$ cat src/rtl/spi_cs_pkg.sv
package spi_cs_pkg;

  typedef enum logic [1:0] {
    ST_IDLE  = 2'd0,
    ST_SHIFT = 2'd1,
    ST_GAP   = 2'd2
  } eng_state_t;

  // Number of system clocks in one SCK half period for divider exponent p.
  function automatic int unsigned half_period(input int unsigned p);
    return 32'd1 << p;
  endfunction

endpackage

$ cat src/rtl/spi_clkgen.sv
module spi_clkgen #(
  parameter int PRESC_W = 3,
  localparam int CNT_W  = 2 ** PRESC_W
) (
  input  logic               clk,
  input  logic               rst_n,
  input  logic               run,
  input  logic [PRESC_W-1:0] presc,
  output logic               half_tick
);
  import spi_cs_pkg::*;

  logic [CNT_W-1:0] cnt_q;
  logic [CNT_W-1:0] limit;

  assign limit     = CNT_W'(half_period(int'(presc)) - 1);
  assign half_tick = run && (cnt_q == limit);

  always_ff @(posedge clk or negedge rst_n) begin
    if (!rst_n)         cnt_q <= '0;
    else if (!run)      cnt_q <= '0;
    else if (half_tick) cnt_q <= '0;
    else                cnt_q <= cnt_q + 1'b1;
  end
endmodule

$ cat src/rtl/spi_shifter.sv
module spi_shifter #(
  parameter int DATA_W = 8
) (
  input  logic              clk,
  input  logic              rst_n,
  input  logic              load,
  input  logic [DATA_W-1:0] load_data,
  input  logic              sample,
  input  logic              shift,
  input  logic              miso,
  output logic              tx_msb,
  output logic [DATA_W-1:0] rx_byte
);
  logic [DATA_W-1:0] tx_q;
  logic [DATA_W-1:0] rx_q;

  always_ff @(posedge clk or negedge rst_n) begin
    if (!rst_n)     tx_q <= '0;
    else if (load)  tx_q <= load_data;
    else if (shift) tx_q <= {tx_q[DATA_W-2:0], 1'b0};
  end

  always_ff @(posedge clk or negedge rst_n) begin
    if (!rst_n)      rx_q <= '0;
    else if (sample) rx_q <= {rx_q[DATA_W-2:0], miso};
  end

  assign tx_msb  = tx_q[DATA_W-1];
  assign rx_byte = rx_q;
endmodule

$ cat src/rtl/spi_select_ctrl.sv
module spi_select_ctrl #(
  parameter int SYNC_STAGES = 2
) (
  input  logic clk,
  input  logic rst_n,
  input  logic cfg_enable,
  input  logic cfg_ssoe,
  input  logic modf_clear,
  input  logic nss_in,
  input  logic gap_active,
  output logic modf,
  output logic master_en,
  output logic nss_out,
  output logic nss_oe,
  output logic slave_sel
);
  logic [SYNC_STAGES-1:0] sync_q;
  logic                   nss_seen;
  logic                   modf_q;
  logic                   fault_hit;

  always_ff @(posedge clk or negedge rst_n) begin
    if (!rst_n) sync_q <= '1;
    else        sync_q <= {sync_q[SYNC_STAGES-2:0], nss_in};
  end
  assign nss_seen = sync_q[SYNC_STAGES-1];

  // Another master pulled the shared line low while we only listen to it.
  assign fault_hit = cfg_enable && !cfg_ssoe && !nss_seen;

  always_ff @(posedge clk or negedge rst_n) begin
    if (!rst_n)          modf_q <= 1'b0;
    else if (fault_hit)  modf_q <= 1'b1;
    else if (modf_clear) modf_q <= 1'b0;
  end

  assign modf      = modf_q;
  assign master_en = cfg_enable && !modf_q;
  assign nss_oe    = master_en && cfg_ssoe;
  assign nss_out   = gap_active;
  assign slave_sel = modf_q && !nss_seen;
endmodule

$ cat src/rtl/spi_csmaster.sv
module spi_csmaster #(
  parameter int DATA_W      = 8,
  parameter int PRESC_W     = 3,
  parameter int SYNC_STAGES = 2
) (
  input  logic               clk,
  input  logic               rst_n,
  input  logic               cfg_enable,
  input  logic               cfg_ssoe,
  input  logic               cfg_pulse,
  input  logic [PRESC_W-1:0] cfg_presc,
  input  logic               modf_clear,
  input  logic [DATA_W-1:0]  tx_data,
  input  logic               tx_valid,
  output logic               tx_ready,
  output logic [DATA_W-1:0]  rx_data,
  output logic               rx_valid,
  output logic               busy,
  output logic               modf,
  output logic               slave_mode,
  output logic               slave_sel,
  output logic               sck,
  output logic               mosi,
  input  logic               miso,
  output logic               nss_out,
  output logic               nss_oe,
  input  logic               nss_in
);
  import spi_cs_pkg::*;

  localparam int HALF_N = 2 * DATA_W;
  localparam int HW     = $clog2(HALF_N);

  eng_state_t    st_q;
  logic [HW-1:0] half_q;
  logic          sck_q;
  logic          rx_valid_q;
  logic          master_en;
  logic          half_tick;
  logic          last_half;
  logic          gap_last;
  logic          accept;
  logic          sample_ev;
  logic          shift_ev;
  logic          frame_done;
  logic          gap_active;
  logic          tx_msb;

  assign last_half  = (half_q == HW'(HALF_N - 1));
  assign gap_last   = (half_q == HW'(1));
  assign gap_active = (st_q == ST_GAP);
  assign busy       = (st_q == ST_SHIFT);

  assign frame_done = master_en && busy && half_tick && last_half;
  assign sample_ev  = master_en && busy && half_tick && !half_q[0];
  assign shift_ev   = master_en && busy && half_tick && half_q[0] && !last_half;

  assign tx_ready = master_en &&
                    ((st_q == ST_IDLE) ||
                     (frame_done && !cfg_pulse) ||
                     (gap_active && half_tick && gap_last));
  assign accept   = tx_valid && tx_ready;

  spi_clkgen #(.PRESC_W(PRESC_W)) u_clkgen (
    .clk       (clk),
    .rst_n     (rst_n),
    .run       (master_en && (st_q != ST_IDLE)),
    .presc     (cfg_presc),
    .half_tick (half_tick)
  );

  spi_shifter #(.DATA_W(DATA_W)) u_shifter (
    .clk       (clk),
    .rst_n     (rst_n),
    .load      (accept),
    .load_data (tx_data),
    .sample    (sample_ev),
    .shift     (shift_ev),
    .miso      (miso),
    .tx_msb    (tx_msb),
    .rx_byte   (rx_data)
  );

  spi_select_ctrl #(.SYNC_STAGES(SYNC_STAGES)) u_select (
    .clk        (clk),
    .rst_n      (rst_n),
    .cfg_enable (cfg_enable),
    .cfg_ssoe   (cfg_ssoe),
    .modf_clear (modf_clear),
    .nss_in     (nss_in),
    .gap_active (gap_active),
    .modf       (modf),
    .master_en  (master_en),
    .nss_out    (nss_out),
    .nss_oe     (nss_oe),
    .slave_sel  (slave_sel)
  );

  always_ff @(posedge clk or negedge rst_n) begin
    if (!rst_n) begin
      st_q   <= ST_IDLE;
      half_q <= '0;
      sck_q  <= 1'b0;
    end else if (!master_en) begin
      st_q   <= ST_IDLE;
      half_q <= '0;
      sck_q  <= 1'b0;
    end else begin
      case (st_q)
        ST_IDLE: begin
          half_q <= '0;
          if (accept) st_q <= ST_SHIFT;
        end
        ST_SHIFT: begin
          if (half_tick) begin
            sck_q <= !half_q[0];
            if (last_half) begin
              half_q <= '0;
              if (accept)                    st_q <= ST_SHIFT;
              else if (tx_valid && cfg_pulse) st_q <= ST_GAP;
              else                           st_q <= ST_IDLE;
            end else begin
              half_q <= half_q + 1'b1;
            end
          end
        end
        ST_GAP: begin
          if (half_tick) begin
            if (gap_last) begin
              half_q <= '0;
              st_q   <= accept ? ST_SHIFT : ST_IDLE;
            end else begin
              half_q <= half_q + 1'b1;
            end
          end
        end
        default: st_q <= ST_IDLE;
      endcase
    end
  end

  always_ff @(posedge clk or negedge rst_n) begin
    if (!rst_n) rx_valid_q <= 1'b0;
    else        rx_valid_q <= frame_done;
  end

  assign rx_valid   = rx_valid_q;
  assign sck        = sck_q;
  assign mosi       = master_en && tx_msb;
  assign slave_mode = modf;
endmodule

$ cat config.mk
export PLATFORM = sky130hd
export DESIGN_NAME = spi_csmaster
export DESIGN_NICKNAME = d
export VERILOG_FILES = /design/src/rtl/spi_cs_pkg.sv /design/src/rtl/spi_clkgen.sv /design/src/rtl/spi_shifter.sv /design/src/rtl/spi_select_ctrl.sv /design/src/rtl/spi_csmaster.sv
export SDC_FILE = /design/constraint.sdc
export NUM_CORES = 1
export LEC_CHECK = 0
export ABC_AREA = 1
export CAP_MARGIN = 30
export CORE_ASPECT_RATIO = 1.4
export CORE_MARGIN = 2
export CORE_UTILIZATION = 50
export DETAILED_ROUTE_END_ITERATION = 12
export DONT_BUFFER_PORTS = 1
export MAX_ROUTING_LAYER = met4
export PLACE_DENSITY_LB_ADDON = 0.05
export RECOVER_POWER = 100
export SLEW_MARGIN = 10
export SYNTH_ARGS = -nofsm -noshare
export SYNTH_HDL_FRONTEND = slang
export SYNTH_HIERARCHICAL = 1
export SYNTH_SLANG_ARGS = --single-unit
$ cat constraint.sdc
create_clock -name clk -period 3.15 [get_ports clk]
set_input_delay 0.4725 -clock clk [delete_from_list [all_inputs] [get_ports clk]]
set_output_delay 0.4725 -clock clk [all_outputs]
set_load 0.01 [all_outputs]
# Word level (Yosys, flattened, before mapping)
# Cells that the tools add are included.
word_totals:
  register_bits: 35
  in_bits: 20
  output_inout_bits: 18
op_classes:
  add_sub_neg: 3
  n_shift: 1
  eq_ne: 13
  muxes: 25
  reduce_logical: 35
ops:
  columns: ["operator", "count"]
  rows:
  - ["$mux W8", 4]
  - ["$logic_and A1 B1 Y1", 20]
  - ["$mux W4", 5]
  - ["$mux W2", 8]
  - ["$pmux W4 S3", 1]
  - ["$ne A3 B3 Y1 const B", 3]
  - ["$add A8 B1 Y8 const B", 1]
  - ["$eq A8 B8 Y1", 1]
  - ["$shl A1 B3 Y8 const A", 1]
  - ["$sub A8 B1 Y8 const B", 1]
  - ["$logic_not A1 Y1", 6]
  - ["$mux W1", 6]
  - ["$ne A3 B2 Y1 const B", 2]
  - ["$pmux W2 S3", 1]
  - ["$reduce_bool A2 Y1", 3]
  - ["$reduce_and A5 Y1", 1]
  - ["$add A4 B1 Y4 const B", 1]
  - ["$eq A4 B1 Y1 const B", 1]
  - ["$eq A4 B4 Y1 const B", 1]
  - ["$ne A4 B2 Y1 const B", 1]
  - ["$reduce_and A3 Y1", 1]
  - ["$eq A2 B1 Y1 const B", 1]
  - ["$eq A2 B2 Y1 const B", 1]
  - ["$logic_not A2 Y1", 1]
  - ["4 further kinds", 5]

# Logic depth before layout (Yosys ltp)
logic_depth:
  ltp_word: 16
  mapped_depth: 20
  mapped_depth_nobuf: 18

# By module
# Netlist, hierarchy kept.
modules_own_cells:
  columns: ["module", "instances", "area_each_um2", "cells_per_inst"]
  rows:
  - ["spi_clkgen", 1, 710.7, 107]
  - ["spi_shifter", 1, 676.9, 73]
  - ["spi_csmaster", 1, 644.4, 86]
  - ["spi_select_ctrl", 1, 132.6, 15]

# Worst setup path after synthesis
# No wires, ideal clock.
synth_path:
  path_kind: "reg-to-reg"
  start: "reg u_select.modf_q, in the netlist u_select/modf"
  end: "reg u_shifter.tx_q[1]"
  t_arrival_ns: 2.307
  stages_incl_launch_ff: 21
  setup_time_ns: 0.124
  synth_period_minus_slack_ns: 2.431
  setup_slack_ns: 0.719
  path_cell_list: "dfrtp_1 inv_2 nand2_2 inv_1 inv_2 nor2_1 buf_4 nand3_1 a21oi_1 nand3_1 nor3_1 inv_1 nor2_2 nand3_2 nand3_2 nand2_1 nor2_1 buf_6 inv_2 nand3_1 nand3_1"
synth_between:
  elab_chain_cells: 12
  elab_cells_between_ends: 18
synth_lines:
  columns: ["item", "line", "text"]
  rows:
  - ["start: declaration", "spi_select_ctrl.sv:19", "logic modf_q;"]
  - ["start signal: assignment", "spi_select_ctrl.sv:32", "if (!rst_n) modf_q <= 1'b0;"]
  - ["start signal: assignment", "spi_select_ctrl.sv:33", "else if (fault_hit) modf_q <= 1'b1;"]
  - ["start signal: assignment", "spi_select_ctrl.sv:34", "else if (modf_clear) modf_q <= 1'b0;"]
  - ["$logic_not A1 Y1 *", "spi_select_ctrl.sv:38", "assign master_en = cfg_enable && !modf_q;"]
  - ["$logic_and A1 B1 Y1 *", "spi_select_ctrl.sv:38", null]
  - ["via master_en", "spi_csmaster.sv:38", "logic master_en;"]
  - ["$logic_and A1 B1 Y1 *", "spi_csmaster.sv:67", ".run (master_en && (st_q != ST_IDLE)),"]
  - ["$logic_and A1 B1 Y1 *", "spi_clkgen.sv:17", "assign half_tick = run && (cnt_q == limit);"]
  - ["via half_tick", "spi_csmaster.sv:39", "logic half_tick;"]
  - ["$logic_and A1 B1 Y1 (2 in series)", "spi_csmaster.sv:54", "assign frame_done = master_en && busy && half_tick && last_half;"]
  - ["$logic_and A1 B1 Y1", "spi_csmaster.sv:60", "(frame_done && !cfg_pulse) ||"]
  - ["$logic_or A1 B1 Y1", "spi_csmaster.sv:59", "((st_q == ST_IDLE) ||"]
  - ["$logic_or A1 B1 Y1 *", "spi_csmaster.sv:60", null]
  - ["$logic_and A1 B1 Y1 *", "spi_csmaster.sv:58", "assign tx_ready = master_en &&"]
  - ["$logic_and A1 B1 Y1 *", "spi_csmaster.sv:62", "assign accept = tx_valid && tx_ready;"]
  - ["via accept", "spi_csmaster.sv:42", "logic accept;"]
  - ["$mux W8 or $reduce_bool A2 Y1 (tied branches)", null, null]
  - ["end signal: assignment", "spi_shifter.sv:19", "else if (load) tx_q <= load_data;"]
  - ["end signal: assignment", "spi_shifter.sv:20", "else if (shift) tx_q <= {tx_q[DATA_W-2:0], 1'b0};"]
  - ["end: declaration", "spi_shifter.sv:14", "logic [DATA_W-1:0] tx_q;"]
# Mark *: on every way through the listed nets, which the timed path passes. The rest lies on a longest branch.
# A chain may end at the register's enable or synchronous reset.

# Final worst setup path
layout_path:
  start: "reg u_select.modf_q, in the netlist u_select/modf"
  end: "out tx_ready"
layout_between:
  elab_chain_cells: 10
  elab_cells_between_ends: 13
layout_lines:
  columns: ["item", "line", "text"]
  rows:
  - ["$logic_not A1 Y1 *", "spi_select_ctrl.sv:38", null]
  - ["$logic_and A1 B1 Y1 *", "spi_select_ctrl.sv:38", null]
  - ["via master_en", "spi_csmaster.sv:38", null]
  - ["$logic_and A1 B1 Y1 *", "spi_csmaster.sv:67", null]
  - ["$logic_and A1 B1 Y1 *", "spi_clkgen.sv:17", null]
  - ["via half_tick", "spi_csmaster.sv:39", null]
  - ["$logic_and A1 B1 Y1 (2 in series)", "spi_csmaster.sv:54", null]
  - ["$logic_and A1 B1 Y1", "spi_csmaster.sv:60", null]
  - ["$logic_or A1 B1 Y1", "spi_csmaster.sv:59", null]
  - ["$logic_or A1 B1 Y1 *", "spi_csmaster.sv:60", null]
  - ["$logic_and A1 B1 Y1 *", "spi_csmaster.sv:58", null]
  - ["end: declaration", "spi_csmaster.sv:15", "output logic tx_ready,"]
# Marked as above.

==> summary.txt <==
Setup path
  • CP endpoint kind: primary output
  • Startpoint Class: flop
  • Worst Path Required: about 2.7 ns
  • Critical path arrival: 2.38 ns
  • RR Startpoint: u_select/modf
  • Slowest cell on the critical path: dfrtp_1
  • Slowest stage delay, CP: around 0.46 ns
  • Largest delay share family, worst path: simple AND/OR/NAND/NOR gates
  • Crit path buffers/inverters: 5
  • Critical R2R Capture: u_shifter/tx_q[7]
  • R2R depth: 19
  • Critical path class: reg2out
  • CP cell instances: inv_1 -> nand2_1 -> inv_2 -> inv_2 -> nor2_1 -> nand3_1 -> a21oi_1 -> nand3_1 -> nor3_2 -> inv_1 -> nor2_2 -> nand3_2 -> nand3_1 -> nand2_1 -> inv_1
  • CP max FO: 7
  • Setup slack, reg-to-reg: 0.38 ns

Finish
  • Most frequent cells in the layout: nand2_1 (66), inv_1 (45), nand3_1 (38)
  • Final instance area: 2230 µm²
  • Ant diodes: 0
  • Fraction of layout cells with a size suffix above 1: between 10 and 15%
  • Commonest non-fill, non-tap cell in the layout: nand2_1
  • Final #Nets: 313
  • Final Core Density: 53.1%
  • Area Growth Syn to Fin: 3.18%

Synthesis
  • Main combinational cell family by area after synthesis: simple AND/OR/NAND/NOR gates
  • Synth Area in Compound Gates: 8.03%
  • Synth Warn #: 6
  • Synth Area in XOR/XNOR: 1.21%
  • Yosys reg bits: 35
  • Register area share after synthesis: between 40% and 50%
  • FFs w/ async S/R, synth: 100%
  • Synthesized cell area: 2160 µm²
  • Simple-Gate Fraction of Synth Area: a little over a third
  • Adder-cell area share of the yosys netlist: 4.05%
  • Mux contribution to synthesized area: 0%
  • Post-synthesis cell type count: 30
  • Number of synthesized flops with an enable pin: 0
  • Mean post-synth cell area: between 7 and 8 µm²
  • Cells after Synth: 281
  • Synth Net Count: between 300 and 400
  • Top_reg_cell synth: dfrtp_1

Detailed routing
  • Vias: 1778
  • Drt first pass iters: 4
  • Met2 WL: 2480 µm
  • DRC: 0
  • Post-DRT Antenna Nets: 0
  • Avg WL per Cell: 13.7 µm
  • Uppermost routed layer: met4
  • Drt initial violations: 96
  • Met3 WL: 214 µm
  • Met1 WL: 1780 µm
  • Routed vias/inst: 5.36
  • Final WL: approximately 4600 µm

Global route
  • Initial antenna violation count: 0
  • Grt total ovfl: 0
  • Vias in the first global route: 1690
  • First-pass GRT wire length: 7280 µm
  • Total track usage: 20.5%
  • Largest net degree at the start of global routing: 34

Status
  • Failing checks: capacitance limit, slew limit
  • Outcome: finished, violations left

Power and ir drop
  • Max VDD drop: approximately 380 µV
  • Leakage: 1.14 nW
  • P per Cell Area: 526 nW/µm²

Clock tree
  • Number of buffers created by CTS: 5
  • CTS Sinks: 35
  • Htree depth: 2
  • CTS root buf: clkbuf_8
  • CTS tree: built
  • Bufs on Longest Clock Path: 2
  • Clk_lat worst skew: between 0.2 and 0.3 ns
  • Clock Pin Slew Worst Setup and Hold Paths: about 0.070 ns

STA
  • Period utilization: between 90 and 100%
  • Unrepaired setup endpoints after global routing: false
  • Tmin final: between 2 and 3 ns
  • Final hold vios: 0
  • Slew headroom: -16.8%
  • Clk_skew: 0.00462 ns
  • Slew @ Worst Pin: 1.75 ns
  • Max Slew Vio Count: 34
  • TNS Setup: 0 ns
  • Final setup viols: 0
  • Max Fclk: between 300 and 400 MHz
  • Setup ws final: 0.301 ns

Hold path
  • Min-Delay Path Class: in2async

Placement
  • Setup WS pre-CTS: between 0.4 and 0.5 ns
  • Global placement routability congestion: ~0.92
  • Hpwl dp: between 3000 and 4000 µm
  • Number of port buffers: 0
  • Placed instance area: 2190 µm²

Floorplanning
  • Vert. Die Dim: 81.9 µm
  • Die Wd: 59.6 µm
  • Initial core utilization: 51.5%
  • Core Footprint: 4200 µm²
  • Site Rows: 28
  • Die ar.: about 5000 µm²
  • IO Pins: 38

Run
  • Maxcap violations: 1
[where the power goes]
part           internal [mW]  switching [mW]
Clock                  0.154           0.156
Combinational          0.101           0.195
Sequential             0.517          0.0516
[per-layer routing]
| metal | up-vias | track usage, % |
|---|---|---|
| met3 | 8 | 3.94 |
| met4 | 0 | 9.56 |
| li1 | 902 | - |
| met1 | 810 | 21.4 |
| met5 | - | - |
| met2 | 58 | 36.4 |
[how the worst max path moves through the flow]
stage,to,startpoint,cells after the start
2_1_floorplan,u_shifter/tx_q[1],u_select/modf,20
3_3_place_gp,u_shifter/tx_q[7],u_select/modf,19
3_5_place_dp,u_shifter/tx_q[7],u_select/modf,19
4_1_cts,tx_ready,u_select/modf,15
5_1_grt,tx_ready,u_select/modf,15
6_report,tx_ready,u_select/modf,15
[area by class of cell]
type	instances	area, µm²
clock buffers	6	72.6
clock inverters	2	12.5
fillers	433	1970
inverters	49	184
multi-input cells	190	1010
flip-flops and latches	35	878
well taps	45	56.3
repair buffers	5	23.8
[worst reg2reg max path: stages (launching register included)]
cell and delay (ns):
dfrtp_1 0.46, inv_1 0.10, nand2_1 0.08, inv_2 0.13
inv_2 0.09, nor2_1 0.13, nand3_1 0.09, a21oi_1 0.13
nand3_1 0.10, nor3_2 0.17, inv_1 0.11, nor2_2 0.15
nand3_2 0.07, nand3_1 0.09, nand2_1 0.09, nor2_1 0.10
clkbuf_2 0.28, inv_2 0.13, nand3_1 0.09, nand3_1 0.08
[registers in the layout, summed over array words and instances, names as in the netlist]
signal / cells
sck: 1
u_shifter/rx_byte: 8
st_q: 2
rx_valid: 1
u_select/modf: 1
u_shifter/tx_q: 8
u_select/sync_q: 2
u_clkgen/cnt_q: 8
half_q: 4
[through the flow]
stage	cells	power, mW	hold slack, ns
after floorplan	281	0.825	0.177
after global placement	323	0.883	0.178
after detailed placement	323	0.885	0.177
after CTS	332	1.21	0.0142
after global routing	332	1.26	0.0117
final	332	1.17	0.0238
[cell usage after synthesis (5+ instances only)]
master   instances  area [µm²]
ha_1             7        87.6
nand3_2          5        50.1
nand3_1         37         185
o21ai_0          8        40.0
nor2_1          18        67.6
dfrtp_1         33         826
o21ai_1          5        25.0
nand2_1         65         244
inv_1           45         169
a21oi_1         10        50.1
[cells by family (layout without fill, tap and decap cells)]
logic type,Yosys count,count (layout)
xor gates and xnor gates,3,3
AOI/OAI and AO/OA,30,30
adders and majority gates,7,7
DFF,35,35
buffers and inverters,56,62
and+or+nand+nor,150,150
[repair_timing]
item | 4_1_cts | 5_1_grt
setup endpoints to repair | 0 | 1
gates resized for setup | 0 | 2
hold buffers | 1 | 0
setup buffers | 0 | 0
endpoints found under the hold margin | 33 | 0
Power figures use the tool's default switching activity.
